[config.mk]
export PLATFORM = sky130hd
export DESIGN_NAME = retrig_oneshot
export DESIGN_NICKNAME = d
export VERILOG_FILES = /design/src/rtl/oneshot_pkg.sv /design/src/rtl/oneshot_edge_sampler.sv /design/src/rtl/oneshot_trig_qual.sv /design/src/rtl/oneshot_interval.sv /design/src/rtl/oneshot_ctrl.sv /design/src/rtl/retrig_oneshot.sv
export SDC_FILE = /design/constraint.sdc
export NUM_CORES = 1
export LEC_CHECK = 0
export BUFFER_PORTS_ARGS = -buffer_cell sky130_fd_sc_hd__buf_2
export CAP_MARGIN = 15
export CORE_ASPECT_RATIO = 0.9
export CORE_UTILIZATION = 50
export CTS_BUF_LIST = sky130_fd_sc_hd__clkbuf_2
export DETAILED_ROUTE_END_ITERATION = 10
export PLACE_DENSITY = 0.72
export SETUP_SLACK_MARGIN = 0.1
export SKIP_CTS_REPAIR_TIMING = 1
export SYNTH_ARGS = -nofsm -noshare
export SYNTH_HDL_FRONTEND = slang
export SYNTH_HIERARCHICAL = 1
export SYNTH_SLANG_ARGS = --single-unit
[constraint.sdc]
create_clock -name clk -period 2.63 [get_ports clk]
set_input_delay 0.3945 -clock clk [delete_from_list [all_inputs] [get_ports clk]]
set_output_delay 0.3945 -clock clk [all_outputs]
set_load 0.03 [all_outputs]
[src/rtl/oneshot_pkg.sv]
package oneshot_pkg;

    // Controller states of the pulse generator
    typedef enum logic [1:0] {
        OS_IDLE = 2'd0,
        OS_RUN  = 2'd1,
        OS_LAST = 2'd2
    } os_state_e;

    // Bit positions inside the sampled input vector
    localparam int SMP_FALL  = 0;
    localparam int SMP_RISE  = 1;
    localparam int SMP_CLEAR = 2;
    localparam int SMP_BITS  = 3;

    // History reset: falling-trigger history low, rising-trigger history high,
    // clear history high, so no edge is seen on the first sample after reset
    localparam logic [SMP_BITS-1:0] SMP_RST_VAL = 3'b110;

endpackage

[src/rtl/oneshot_edge_sampler.sv]
module oneshot_edge_sampler #(
    parameter int                 N_BITS  = 3,
    parameter logic [N_BITS-1:0]  RST_VAL = '0
) (
    input  logic              clk,
    input  logic              rst_n,
    input  logic [N_BITS-1:0] din_i,
    output logic [N_BITS-1:0] prev_o
);

    logic [N_BITS-1:0] prev_q;

    for (genvar gi = 0; gi < N_BITS; gi++) begin : g_bit
        always_ff @(posedge clk or negedge rst_n) begin
            if (!rst_n) begin
                prev_q[gi] <= RST_VAL[gi];
            end else begin
                prev_q[gi] <= din_i[gi];
            end
        end
    end

    assign prev_o = prev_q;

endmodule

[src/rtl/oneshot_trig_qual.sv]
module oneshot_trig_qual
    import oneshot_pkg::*;
(
    input  logic [SMP_BITS-1:0] cur_i,
    input  logic [SMP_BITS-1:0] prev_i,
    output logic                fire_o
);

    logic fall_now, rise_now, clr_now;
    logic fall_was, rise_was, clr_was;
    logic hit_fall, hit_rise, hit_clear;

    always_comb begin
        fall_now  = cur_i[SMP_FALL];
        rise_now  = cur_i[SMP_RISE];
        clr_now   = cur_i[SMP_CLEAR];
        fall_was  = prev_i[SMP_FALL];
        rise_was  = prev_i[SMP_RISE];
        clr_was   = prev_i[SMP_CLEAR];

        // falling edge on the falling trigger, rising input high
        hit_fall  = fall_was & ~fall_now & rise_now;
        // rising edge on the rising trigger, falling input low
        hit_rise  = ~rise_was & rise_now & ~fall_now;
        // release of clear, falling input low and rising input high
        hit_clear = ~clr_was & ~fall_now & rise_now;

        fire_o    = clr_now & (hit_fall | hit_rise | hit_clear);
    end

endmodule

[src/rtl/oneshot_interval.sv]
module oneshot_interval #(
    parameter int WIDTH_W = 8
) (
    input  logic               clk,
    input  logic               rst_n,
    input  logic               flush_i,
    input  logic               load_i,
    input  logic               dec_i,
    input  logic [WIDTH_W-1:0] width_i,
    output logic               single_o,
    output logic               rem_one_o
);

    localparam logic [WIDTH_W-1:0] ONE = WIDTH_W'(1);

    logic [WIDTH_W-1:0] eff_w;
    logic [WIDTH_W-1:0] rem_q;

    always_comb begin
        eff_w    = (width_i == '0) ? ONE : width_i;
        single_o = (eff_w == ONE);
    end

    always_ff @(posedge clk or negedge rst_n) begin
        if (!rst_n) begin
            rem_q <= '0;
        end else if (flush_i) begin
            rem_q <= '0;
        end else if (load_i) begin
            rem_q <= eff_w - ONE;
        end else if (dec_i && rem_q != '0) begin
            rem_q <= rem_q - ONE;
        end
    end

    assign rem_one_o = (rem_q == ONE);

endmodule

[src/rtl/oneshot_ctrl.sv]
module oneshot_ctrl
    import oneshot_pkg::*;
(
    input  logic clk,
    input  logic rst_n,
    input  logic clear_n_i,
    input  logic fire_i,
    input  logic single_i,
    input  logic rem_one_i,
    output logic load_o,
    output logic dec_o,
    output logic pulse_o,
    output logic pulse_n_o
);

    os_state_e state_q, state_d;

    // next-state and timer control
    always_comb begin
        state_d = state_q;
        load_o  = 1'b0;
        dec_o   = 1'b0;
        if (!clear_n_i) begin
            state_d = OS_IDLE;                          // abort
        end else if (fire_i) begin
            load_o  = 1'b1;                             // start / reload
            state_d = single_i ? OS_LAST : OS_RUN;
        end else begin
            unique case (state_q)
                OS_IDLE: state_d = OS_IDLE;
                OS_RUN: begin
                    dec_o   = 1'b1;                     // count
                    state_d = rem_one_i ? OS_LAST : OS_RUN; // final
                end
                OS_LAST: state_d = OS_IDLE;             // expire
                default: state_d = OS_IDLE;
            endcase
        end
    end

    // state register
    always_ff @(posedge clk or negedge rst_n) begin
        if (!rst_n) begin
            state_q <= OS_IDLE;
        end else begin
            state_q <= state_d;
        end
    end

    // outputs
    always_comb begin
        pulse_o   = (state_q != OS_IDLE) && clear_n_i;
        pulse_n_o = ~pulse_o;
    end

endmodule

[src/rtl/retrig_oneshot.sv]
module retrig_oneshot
    import oneshot_pkg::*;
#(
    parameter int WIDTH_W = 8
) (
    input  logic               clk,
    input  logic               rst_n,
    input  logic               fall_trig_i,
    input  logic               rise_trig_i,
    input  logic               clear_n_i,
    input  logic [WIDTH_W-1:0] width_i,
    output logic               pulse_o,
    output logic               pulse_n_o
);

    logic [SMP_BITS-1:0] smp_cur;
    logic [SMP_BITS-1:0] smp_prev;
    logic                fire;
    logic                load, dec, single, rem_one;

    always_comb begin
        smp_cur            = '0;
        smp_cur[SMP_FALL]  = fall_trig_i;
        smp_cur[SMP_RISE]  = rise_trig_i;
        smp_cur[SMP_CLEAR] = clear_n_i;
    end

    oneshot_edge_sampler #(
        .N_BITS  (SMP_BITS),
        .RST_VAL (SMP_RST_VAL)
    ) u_sampler (
        .clk    (clk),
        .rst_n  (rst_n),
        .din_i  (smp_cur),
        .prev_o (smp_prev)
    );

    oneshot_trig_qual u_qual (
        .cur_i  (smp_cur),
        .prev_i (smp_prev),
        .fire_o (fire)
    );

    oneshot_interval #(
        .WIDTH_W (WIDTH_W)
    ) u_interval (
        .clk       (clk),
        .rst_n     (rst_n),
        .flush_i   (~clear_n_i),
        .load_i    (load),
        .dec_i     (dec),
        .width_i   (width_i),
        .single_o  (single),
        .rem_one_o (rem_one)
    );

    oneshot_ctrl u_ctrl (
        .clk       (clk),
        .rst_n     (rst_n),
        .clear_n_i (clear_n_i),
        .fire_i    (fire),
        .single_i  (single),
        .rem_one_i (rem_one),
        .load_o    (load),
        .dec_o     (dec),
        .pulse_o   (pulse_o),
        .pulse_n_o (pulse_n_o)
    );

endmodule

Word-level counts from Yosys, hierarchy flattened
Cells that the tools add are included.
{"block": "totals", "word_cells": 43, "out_inout_bits": 2, "input_bits": 13, "register_bits": 13}
{"block": "op_classes", "n_eq_ne": 4, "n_reduce_logical": 5, "n_bitwise": 13, "add_sub_neg": 2, "n_mux": 14}
{"operator": "$mux W8", "n": 4}
{"operator": "$eq A8 B1 Y1 const B", "n": 2}
{"operator": "$sub A8 B1 Y8 const B", "n": 2}
{"operator": "$mux W2", "n": 5}
{"operator": "$logic_not A8 Y1", "n": 1}
{"operator": "$reduce_bool A8 Y1", "n": 1}
{"operator": "$and A1 B1 Y1", "n": 7}
{"operator": "$mux W1", "n": 5}
{"operator": "$not A1 Y1", "n": 4}
{"operator": "$ne A3 B1 Y1 const B", "n": 1}
{"operator": "$eq A2 B1 Y1 const B", "n": 1}
{"operator": "$logic_and A1 B1 Y1", "n": 2}
{"operator": "$or A1 B1 Y1", "n": 2}
{"operator": "$reduce_bool A2 Y1", "n": 1}

Logic depth before layout (Yosys ltp)
Gate-level depths: netlist (run 1).
{"block": "depth", "depth_word": 12, "depth_mapped": 7, "depth_no_buf": 7}

Modules after synthesis
Netlist (run 1), hierarchy kept.
{"module": "oneshot_interval", "seq_area_each_um2": 200.2, "area_per_inst_um2": 698.2, "n_inst": 1, "cells_each": 78}
{"module": "oneshot_ctrl", "seq_area_each_um2": 50.0, "area_per_inst_um2": 130.1, "n_inst": 1, "cells_each": 12}
{"module": "oneshot_edge_sampler", "seq_area_each_um2": 77.6, "area_per_inst_um2": 77.6, "n_inst": 1, "cells_each": 3}
{"module": "oneshot_trig_qual", "seq_area_each_um2": 0.0, "area_per_inst_um2": 22.5, "n_inst": 1, "cells_each": 3}
{"module": "retrig_oneshot", "seq_area_each_um2": 0.0, "area_per_inst_um2": 3.8, "n_inst": 1, "cells_each": 1}

Least setup slack after synthesis (run 1)
Ideal clock, no wire load.
{"block": "synth_path", "path_kind": "reg2reg", "startpoint": "reg u_sampler.prev_q[2] (netlist: u_sampler/prev_o[2])", "endpoint": "reg u_interval.rem_q[3]", "arrival_time_ns": 1.836, "synth_period_minus_slack_ns": 1.978, "n_path_buf": 0, "path_stages_with_launch": 8, "path_slack_ns": 0.652, "required_time_ns": 2.488, "setup_ns": 0.142, "cell_sequence": "dfstp_2 > and3b_1 > nor3_2 > and4bb_2 > or3b_1 > o21a_1 > a211oi_1 > a211oi_1"}
{"block": "synth_between", "elab_chain_len": 9, "word_cells_on_any_way": 13, "classes_between": "1 x eq/ne; 6 x mux; 5 x bitwise; 1 x reduce/logical"}
{"item": "start, declared", "line": "oneshot_edge_sampler.sv:11", "source": "logic [N_BITS-1:0] prev_q;"}
{"item": "start signal, assigned by index", "line": "oneshot_edge_sampler.sv:16", "source": "prev_q[gi] <= RST_VAL[gi];"}
{"item": "start signal, assigned by index", "line": "oneshot_edge_sampler.sv:18", "source": "prev_q[gi] <= din_i[gi];"}
{"item": "$not A1 Y1", "line": "oneshot_trig_qual.sv:26", "source": "hit_clear = ~clr_was & ~fall_now & rise_now;"}
{"item": "$and A1 B1 Y1 (2 in a row)", "line": "oneshot_trig_qual.sv:26"}
{"item": "$or A1 B1 Y1", "line": "oneshot_trig_qual.sv:28", "source": "fire_o = clr_now & (hit_fall | hit_rise | hit_clear);"}
{"item": "$and A1 B1 Y1", "line": "oneshot_trig_qual.sv:28"}
{"item": "via fire", "line": "retrig_oneshot.sv:18", "source": "logic fire;"}
{"item": "$mux W1", "line": "oneshot_ctrl.sv:25", "source": "end else if (fire_i) begin"}
{"item": "$mux W1", "line": "oneshot_ctrl.sv:23", "source": "if (!clear_n_i) begin"}
{"item": "via dec", "line": "retrig_oneshot.sv:19", "source": "logic load, dec, single, rem_one;"}
{"item": "$logic_and A1 B1 Y1", "line": "oneshot_interval.sv:31", "source": "end else if (dec_i && rem_q != '0) begin"}
{"item": "$ne A3 B1 Y1 (no source line)"}
{"item": "end signal, assigned", "line": "oneshot_interval.sv:30", "source": "rem_q <= eff_w - ONE;"}
{"item": "end signal, assigned", "line": "oneshot_interval.sv:32", "source": "rem_q <= rem_q - ONE;"}
{"item": "end, declared", "line": "oneshot_interval.sv:17", "source": "logic [WIDTH_W-1:0] rem_q;"}
The timed path passes the listed nets, and every way through them passes these cells.
A chain may end at the register's enable or synchronous reset.

Worst setup path after layout (run 1)
{"block": "layout_path", "startpoint": "reg u_sampler.prev_q[2] (netlist: u_sampler/prev_o[2])", "endpoint": "reg u_interval.rem_q[5]"}
The elaborated chain is that of the path after synthesis.

==> key figures, run 1 <==
Outcome
  • Status: completed

Synth
  • Post-Synthesis Cells: a little under 100
  • Synthesized area: 932.1 sq um
  • Post-synth top cells: dfrtp_1, nor3_1, inv_1, a211oi_1
  • Asr flop ratio synth: 1.000
  • Avg Inst Size Synth: 9.610 sq um
  • Netlist cell types: 41
  • Yosys top cell area share: 0.2953
  • Post-synth EDFFs: 0
  • Ranking of synthesized cells by area: dfrtp_1, dfstp_2, ha_1
  • Synth Flop Type: dfrtp_1
  • Synth warn: 6
  • Seq cells post-synth: 13
  • Leading area contributor after synthesis: dfrtp_1
  • Register area share after synthesis: 0.3517
  • Most numerous cell in the Yosys netlist: dfrtp_1
  • Mapped Nets: 114

Clock tree
  • CTS Root Buffer Type: clkbuf_2
  • Num CTS Buffers: 3
  • Htree depth: 1
  • Clk slew on worst S/H paths: between 0.1 and 0.15 ns
  • CTS tree: built
  • Clock latency on the worst-skew pair: around 0.29 ns
  • Clock sinks: 13
  • Longest Clk Path Bufs: 2

Timing
  • Slew of the pin with the lowest slew margin: 0.7075 ns
  • Slew Viols, Final: 0
  • Post-route clock period utilization: 0.8151
  • Final worst slack: 0.4863 ns
  • Max Clock Skew: 0.004406 ns
  • Min Hold Slack: about 0.19 ns
  • Endpoints failing setup: 0
  • Post-layout min period: 2.144 ns
  • Relative slew slack: 0.5217
  • FMAX: ~0.47 GHz
  • Total negative setup slack: 0 ns
  • Unrepaired setup endpoints after global routing: false
  • Hold Vio Cnt, Final: 0

GRT
  • Largest net degree at the start of global routing: 14
  • Met1 Use GR: 0.3315
  • Initial antenna violation count: 0
  • Met3 usage: 0.06383
  • Tot GR Track Use: 0.2517
  • First-pass GRT wire length: 3.381 mm
  • GRT busiest layer: met2
  • Met2 usage: 0.3644
  • Congestion Overflow GR: 0
  • Vias in the first global route: 773

Placed design
  • Routability Congestion: ~0.8
  • Port-buffer cells: 14
  • Dpl ws: 0.4977 ns
  • Detailed placement HPWL: about 1.5 mm

Worst setup path
  • CP Max Fanout: 6
  • Worst path most repeated cell: nor3_2
  • Crit path launch: u_sampler/prev_o[2]
  • CP Depth: 7
  • Setup crit end: u_interval/rem_q[5]
  • R2r worst-path depth: 7
  • R2R Setup Slk: 0.49 ns
  • Required time worst endpoint: roughly 2.8 ns
  • Worst reg2reg path endpoint: u_interval/rem_q[5]
  • Critical path, cell by cell: and3b_1, nor3_2, and4bb_2, or3b_1, nor3_2, xnor2_1, a211oi_2
  • Crit start category: flop
  • Critical path's largest stage delay: 0.54 ns
  • Critical Path Slowest Stage Cell: dfstp_2
  • Critical path class: reg2reg
  • Largest delay share family, worst path: simple AND/OR/NAND/NOR gates
  • Data arrival time of the worst path: 2.36 ns
  • RR Startpoint: u_sampler/prev_o[2]
  • Critical path buffers and inverters: 0
  • Crit. End Element: flop

Floorplanning
  • Die Area: 2041 sq um
  • Die Y-Extent: 42.96 um
  • Die width: 47.51 um
  • Core Footprint: 1717 sq um
  • Initial Util: 0.5430
  • IO Pins: 15
  • Row cnt: 14

Layout
  • ANT cells: 0
  • Layout area overhead: 13.15%
  • Share of cells above drive strength 1: 0.2895
  • Area of the multi-input gates: between 500 and 600 sq um
  • NumNets Final: about 130
  • Register area: roughly 330 sq um
  • Filler cells: 167

Detailed routing
  • Drt wl/cell: 14.49 um
  • Via Count: 794
  • Drt drc: 0
  • Routed wire length: around 2.0 mm
  • TritonRoute pass-1 iters: 4
  • DR iter-0 viols: 22
  • Vias per cell: between 5 and 6
  • Remaining antenna violation count: 0

Hold path
  • Hold WC Path Type: in2reg
  • Hold Path Depth: 1

Power
  • Maximum VDD drop: ~0.25 mV
  • Sequential Power Share: 0.519
  • Pwr/cell area: 396.4 nW/um^2
  • Internal: between 0.0002 and 0.0003 W
  • Clock share of power: 0.267
  • Static leakage: between 0.4 and 0.5 nW
  • Combinational power share: 0.213
  • P_sw: 0.0001313 W
  • Switching part of the total: 0.3140

Run
  • Max-cap violations: 0
## cells in the final DEF, fill, tap and decap left out, types with 2 or more instances in the layout
cell type	synthesis	final
a21oi_1	3	3
ha_1	4	4
a31oi_1	2	2
nor2_1	3	3
dfrtp_1	11	11
clkbuf_2	0	4
a21boi_1	2	2
inv_1	8	8
nor3_1	9	9
nor3_2	2	2
xor2_1	2	2
xnor2_1	4	4
or2_2	2	2
dfstp_2	2	2
nand2_1	4	4
o21a_1	4	4
buf_2	0	14
and3_1	2	2
nor4_1	4	4
a211oi_1	5	5
## worst reg2reg max path, stage by stage, from the launching register on
cell and delay [ns]:
dfstp_2 0.54, and3b_1 0.18, nor3_2 0.08, and4bb_2 0.32
or3b_1 0.44, nor3_2 0.20, xnor2_1 0.10, a211oi_2 0.21
## cell families (layout without fill, tap and decap cells)
logic type,after synthesis,after routing,synth area share
compound gates,23,23,0.1852
xor+xnor,6,6,0.05638
fa+ha+maj,4,4,0.05369
buf+inv,10,27,0.04027
flops,13,13,0.3517
mux,1,1,0.01074
simple gates,40,40,0.3020
## power by group through the flow
stage | Sequential (W) | Combinational (W) | Clock (W)
2_1_floorplan | 0.000219 | 0.0000582 | 0
3_3_place_gp | 0.000220 | 0.0000849 | 0
3_5_place_dp | 0.000221 | 0.0000875 | 0
4_1_cts | 0.000217 | 0.0000884 | 0.000114
5_1_grt | 0.000218 | 0.000100 | 0.000120
6_report | 0.000217 | 0.0000891 | 0.000112
## per-layer routing
layer  routed length [um]  part of all wire
met2                  946              0.47
met5                    0                 0
met3                   73             0.037
met4                   31             0.016
met1                  948              0.47
## registers in the layout (all words and copies together), names as in the netlist
signal / count
u_interval/rem_q: 8
u_sampler/prev_o: 3
u_ctrl/state_q: 2
## metrics by stage
stage / utilization / power, W / area [sq um] / instances
final: 0.6144 / 0.0004181 / 1055 / 138
after global routing: 0.6144 / 0.0004386 / 1055 / 138
after global placement: 0.5969 / 0.0003049 / 1025 / 133
after detailed placement: 0.5969 / 0.0003082 / 1025 / 133
after floorplan: - / 0.0002767 / 932.1 / 97
after CTS: 0.6086 / 0.0004197 / 1045 / 137
## cell type report
| type | instances | share of cell area |
|---|---|---|
| flip-flops and latches | 13 | 0.3108 |
| repair buffers | 15 | 0.07592 |
| clock buffers | 4 | 0.01898 |
| inverters | 8 | 0.02847 |
| multi-input cells | 74 | 0.5374 |
| well taps | 24 | 0.02847 |
## worst min path at each step
stage               slack [ns]         from                   to
floorplan                  0.1        rst_n    u_ctrl/state_q[0]
finish                    0.19  rise_trig_i  u_sampler/prev_o[1]
global placement          0.30        rst_n  u_interval/rem_q[6]
CTS                      -0.04        rst_n  u_sampler/prev_o[0]
global route              0.18  rise_trig_i  u_sampler/prev_o[1]
detailed placement        0.30        rst_n  u_interval/rem_q[3]
Power figures use the tool's default switching activity.
==> run 2: changes to the inputs <==
==> constraint.sdc (replaced) <==
create_clock -name clk -period 2.1 [get_ports clk]
set_input_delay 0.315 -clock clk [delete_from_list [all_inputs] [get_ports clk]]
set_output_delay 0.315 -clock clk [all_outputs]
set_load 0.03 [all_outputs]
==> key figures, run 2 (synthesized netlist as in run 1, its figures left out) <==
Outcome
  • Status: completed

Worst setup path
  • Crit. End Element: flop
  • CP Max Fanout: 3 (-3)
  • Crit start category: flop
  • Critical path class: reg2reg
  • Data arrival time of the worst path: 2.22 ns (-0.14 ns)
  • Required time worst endpoint: 2.27 ns (-0.57 ns)

Timing
  • Endpoints failing setup: 0 (unchanged)
  • Slew of the pin with the lowest slew margin: 0.5087 ns (-0.1988 ns)
  • Relative slew slack: 0.6583 (+0.1366)
  • FMAX: 0.4862 GHz (+4.2%)
  • Slew Viols, Final: 0 (unchanged)
  • Max Clock Skew: 0.005217 ns (+0.0008107 ns)
  • Unrepaired setup endpoints after global routing: true
  • Hold Vio Cnt, Final: 0 (unchanged)
  • Total negative setup slack: 0 ns (unchanged)
  • Post-route clock period utilization: 0.9795 (+0.1644)
  • Post-layout min period: 2.057 ns (-0.08677 ns)

Floorplanning
  • Die Area: 2041 sq um (unchanged)
  • Die Y-Extent: 42.96 um (unchanged)
  • Row cnt: 14 (unchanged)
  • IO Pins: 15 (unchanged)
  • Die width: 47.51 um (unchanged)
  • Initial Util: 0.5430 (unchanged)
  • Core Footprint: 1717 sq um (unchanged)

Hold path
  • Hold WC Path Type: in2reg

Placed design
  • Routability Congestion: 0.8784 (+7.2%)
  • Detailed placement HPWL: 1.476 mm (-1.7%)
  • Cell count after placement: 136 (+2.3%)
  • Port-buffer cells: 14 (unchanged)

Detailed routing
  • Drt wl/cell: 14.25 um (-1.7%)
  • Vias per cell: 5.773 (+0.34%)
  • Via Count: 814 (+2.5%)
  • DR iter-0 viols: 26 (+18%)
  • TritonRoute pass-1 iters: 4 (unchanged)
  • Remaining antenna violation count: 0 (unchanged)
  • Routed wire length: 2.009 mm (+0.45%)
  • Drt drc: 0 (unchanged)

Layout
  • ANT cells: 0 (unchanged)
  • NumNets Final: 135 (+2.3%)
  • Commonest non-fill, non-tap cell in the layout: buf_2
  • Commonest non-fill, non-tap cells in the layout: buf_2, dfrtp_1, nor3_1
  • Layout area overhead: 18.39%
  • Share of cells above drive strength 1: 0.3419 (+0.05241)
  • Layout Cells excl Fill: 141 (+2.2%)
  • Max FFs per register: 8 (unchanged)
  • Largest Register: u_interval/rem_q

GRT
  • First-pass GRT wire length: 3.305 mm (-2.2%)
  • Initial antenna violation count: 0 (unchanged)
  • Largest net degree at the start of global routing: 14 (unchanged)
  • Tot GR Track Use: 0.2322 (-0.01950)
  • Congestion Overflow GR: 0 (unchanged)
  • Vias in the first global route: 760 (-1.7%)

Clock tree
  • Clock sinks: 13 (unchanged)
  • Num CTS Buffers: 3 (unchanged)
  • Clk slew on worst S/H paths: 0.14 ns (about the same)
  • Htree depth: 1 (unchanged)
  • CTS Root Buffer Type: clkbuf_2
  • Clock latency on the worst-skew pair: 0.28 ns (about the same)
  • Longest Clk Path Bufs: 2 (unchanged)
  • CTS tree: built

Run
  • Max-cap violations: 0 (unchanged)

Power
  • Maximum VDD drop: 0.2618 mV (+2.7%)
  • Static leakage: 0.4589 nW (+4.6%)
  • Pwr Total: 0.0005370 W (+28%)
  • Pwr/cell area: 486.6 nW/um^2 (+23%)
run 2: worst paths after layout:
check | start | to | slack [ns] | depth (start not counted)
setup / recovery | u_sampler/prev_o[2] | u_interval/rem_q[3] | 0.04 | 7
hold / removal | rise_trig_i | u_sampler/prev_o[1] | 0.13 | 1
setup reg to reg | u_sampler/prev_o[2] | u_interval/rem_q[3] | 0.04 | 7
hold reg to reg | u_ctrl/state_q[0] | u_ctrl/state_q[1] | 0.61 | 2
max in group asynchronous | rst_n | u_sampler/prev_o[1] | 1.38 | 2
min in group asynchronous | rst_n | u_interval/rem_q[3] | 0.44 | 2
run 2: report_power, final:
part           internal, W  total, W  switching, W  leakage (nW)
sequential        0.000262  0.000272    0.00000975         0.170
combinational    0.0000535  0.000127     0.0000731         0.272
clock            0.0000505  0.000139     0.0000880        0.0166
total             0.000366  0.000537      0.000171         0.459
run 2: critical path, stage by stage, from the launching register on:
cell      delay (ns)
dfstp_2         0.54
and3b_1         0.17
nor3_2          0.05
and4bb_2        0.31
or3b_4          0.43
o21a_1          0.20
a211oi_2        0.17
a211oi_1        0.07
run 2: metal layers:
metal,GRT usage,routed length [um],vias to the layer above
met5,0,0,-
met4,0.08571,14,0
met3,0.05106,63,2
met2,0.3479,989,21
met1,0.3200,941,384
li1,-,-,407
run 2: cell type report:
cell class | instances | area, sq um
Inverter | 8 | 30.03
Multi-Input combinational cell | 74 | 593.1
Tap cell | 24 | 30.03
Fill cell | 164 | 613.1
Sequential cell | 13 | 327.8
Timing Repair Buffer | 18 | 102.6
Clock buffer | 4 | 20.02
run 2: metrics by stage:
stage | instance area, sq um | hold slack (ns) | utilization | setup slack, ns
after CTS | 1067 | -0.1055 | 0.6217 | 0.01599
final | 1104 | 0.1323 | 0.6429 | 0.04309
after floorplan | 932.1 | 0.01941 | - | 0.1222
after global routing | 1104 | 0.09922 | 0.6429 | -0.01804
after detailed placement | 1047 | 0.2178 | 0.6101 | 0.03405
after global placement | 1047 | 0.2140 | 0.6101 | 0.1163
==> run 3: changes to the inputs <==
--- a/config.mk
+++ b/config.mk
@@ -5,14 +5,15 @@
 export SDC_FILE = /design/constraint.sdc
 export NUM_CORES = 1
 export LEC_CHECK = 0
+export ABC_AREA = 0
 export BUFFER_PORTS_ARGS = -buffer_cell sky130_fd_sc_hd__buf_2
 export CAP_MARGIN = 15
 export CORE_ASPECT_RATIO = 0.9
 export CORE_UTILIZATION = 50
 export CTS_BUF_LIST = sky130_fd_sc_hd__clkbuf_2
 export DETAILED_ROUTE_END_ITERATION = 10
-export PLACE_DENSITY = 0.72
-export SETUP_SLACK_MARGIN = 0.1
+export PLACE_DENSITY = 0.71
+export SETUP_SLACK_MARGIN = 0.05
 export SKIP_CTS_REPAIR_TIMING = 1
 export SYNTH_ARGS = -nofsm -noshare
 export SYNTH_HDL_FRONTEND = slang
==> key figures, run 3 (synthesized netlist as in run 1, its figures left out) <==
Worst setup path
  • Critical path's largest stage delay: 0.53 ns (about the same)
  • Crit. End Element: flop
  • R2r worst-path depth: 7 (unchanged)
  • Required time worst endpoint: 2.26 ns (about the same)
  • RR Startpoint: u_sampler/prev_o[2]
  • CP Max Fanout: 3 (unchanged)
  • Critical Path Slowest Stage Cell: dfstp_2
  • R2R Setup Slk: 0.11 ns (+0.07 ns)
  • Critical path class: reg2reg
  • Data arrival time of the worst path: 2.15 ns (-0.07 ns)
  • Critical path, cell by cell: and3b_1, nor3_2, and4bb_2, or3b_4, o21a_1, a211oi_2, a211oi_1
  • Worst reg2reg path endpoint: u_interval/rem_q[3]
  • Crit start category: flop

GRT
  • Congestion Overflow GR: 0 (unchanged)
  • Largest net degree at the start of global routing: 14 (unchanged)
  • Vias in the first global route: 720 (-5.3%)
  • First-pass GRT wire length: 3.070 mm (-7.1%)
  • Initial antenna violation count: 0 (unchanged)
  • Tot GR Track Use: 0.2203 (-0.01186)

Power
  • Pwr/cell area: 481.2 nW/um^2 (-1.1%)
  • Static leakage: 0.4626 nW (+0.81%)
  • Maximum VDD drop: 0.3428 mV (+31%)

Layout
  • Max FFs per register: 8 (unchanged)
  • Final core occ: 0.6399 (-0.002915)
  • NumNets Final: 136 (+0.74%)
  • ANT cells: 0 (unchanged)
  • Layout area overhead: 17.85%
  • Commonest non-fill, non-tap cells in the layout: buf_2, dfrtp_1, nor3_1
  • Commonest non-fill, non-tap cell in the layout: buf_2
  • Filler cells: 163 (-0.61%)
  • Share of cells above drive strength 1: 0.3305 (-0.01137)
  • Largest Register: u_interval/rem_q

Floorplanning
  • Core Footprint: 1717 sq um (unchanged)
  • Die Y-Extent: 42.96 um (unchanged)
  • IO Pins: 15 (unchanged)
  • Die Area: 2041 sq um (unchanged)
  • Initial Util: 0.5430 (unchanged)
  • Die width: 47.51 um (unchanged)
  • Row cnt: 14 (unchanged)

Clock tree
  • Htree depth: 1 (unchanged)
  • CTS tree: built
  • CTS Root Buffer Type: clkbuf_2
  • Clock sinks: 13 (unchanged)
  • Longest Clk Path Bufs: 2 (unchanged)
  • Clock latency on the worst-skew pair: 0.27 ns (about the same)
  • Num CTS Buffers: 3 (unchanged)
  • Clk slew on worst S/H paths: 0.14 ns (about the same)

Timing
  • Max Clock Skew: 0.001647 ns (-0.003570 ns)
  • FMAX: 0.5024 GHz (+3.3%)
  • Unrepaired setup endpoints after global routing: true
  • Hold Vio Cnt, Final: 0 (unchanged)
  • Post-route clock period utilization: 0.9478 (-0.03166)
  • Slew Viols, Final: 0 (unchanged)
  • Total negative setup slack: 0 ns (unchanged)
  • Slew of the pin with the lowest slew margin: 0.4491 ns (-0.05960 ns)
  • Endpoints failing setup: 0 (unchanged)
  • Relative slew slack: 0.6992 (+0.04094)
  • Post-layout min period: 1.990 ns (-0.06648 ns)

Placed design
  • Detailed placement HPWL: 1.524 mm (+3.3%)
  • Routability Congestion: 0.7771 (-12%)
  • Port-buffer cells: 14 (unchanged)

Outcome
  • Status: completed

Detailed routing
  • Drt wl/cell: 14.32 um (+0.48%)
  • Remaining antenna violation count: 0 (unchanged)
  • TritonRoute pass-1 iters: 4 (unchanged)
  • Drt drc: 0 (unchanged)
  • Vias per cell: 5.732 (-0.70%)
  • DR iter-0 viols: 27 (+3.8%)
  • Via Count: 814 (unchanged)
  • Routed wire length: 2.033 mm (+1.2%)

Hold path
  • HP Start: rise_trig_i
  • Hold WC Path Type: in2reg
  • Hold Path Depth: 1 (unchanged)
  • Hold Path End: u_sampler/prev_o[1]

Run
  • Max-cap violations: 0 (unchanged)
## run 3: cell types whose count changed in the layout (fill, tap and decap cells not counted), sizes merged
cell / delta
buf: +1
clkbuf: -1
clkinv: +1
## run 3: final cells by class
type,count,area [sq um],area share
Clock buffer,3,15.01,0.01367
Sequential cell,13,327.8,0.2984
Tap cell,24,30.03,0.02733
Multi-Input combinational cell,74,580.6,0.5285
Clock inverter,1,5.005,0.004556
Timing Repair Buffer,19,110.1,0.1002
Inverter,8,30.03,0.02733
## run 3: per-stage QoR
step	power, W	area (sq um)	instances	setup slack, ns	hold WS (ns)
2_1_floorplan	0.0003466	932.1	97	0.1222	0.01941
3_3_place_gp	0.0003927	1055	137	0.1163	0.2121
3_5_place_dp	0.0003959	1055	137	0.08071	0.2161
4_1_cts	0.0005243	1075	141	0.05894	-0.1038
5_1_grt	0.0005604	1099	142	0.0009923	0.09462
6_report	0.0005286	1099	142	0.1096	0.1483
## run 3: report_power, final
group          leakage, nW  switching, W  internal [W]
clock               0.0164     0.0000862     0.0000431
sequential           0.170    0.00000983      0.000262
combinational        0.276     0.0000720     0.0000554
total                0.463      0.000168      0.000361
## run 3: worst max-delay path by stage
stage | startpoint | end | slack (ns) | cells after the start
finish | u_sampler/prev_o[2] | u_interval/rem_q[3] | 0.11 | 7
global route | u_sampler/prev_o[2] | u_interval/rem_q[5] | 0.001 | 7
CTS | u_sampler/prev_o[2] | u_interval/rem_q[5] | 0.06 | 7
detailed placement | u_sampler/prev_o[2] | u_interval/rem_q[3] | 0.08 | 7
global placement | u_sampler/prev_o[2] | u_interval/rem_q[3] | 0.12 | 7
floorplan | u_sampler/prev_o[2] | u_interval/rem_q[3] | 0.12 | 7
## run 3: worst max-delay path: cells and delay by family (launching register included)
family / cells / cell delay (ns)
AOI/OAI and AO/OA: 3 / 0.42
DFF: 1 / 0.53
and+or+nand+nor: 4 / 0.92
## run 3: metal layers
metal  wire length [um]  GRT usage
met3                 53    0.05106
met1               1023     0.2907
met2                934     0.3260
met5                  0          0
met4                 21     0.1143
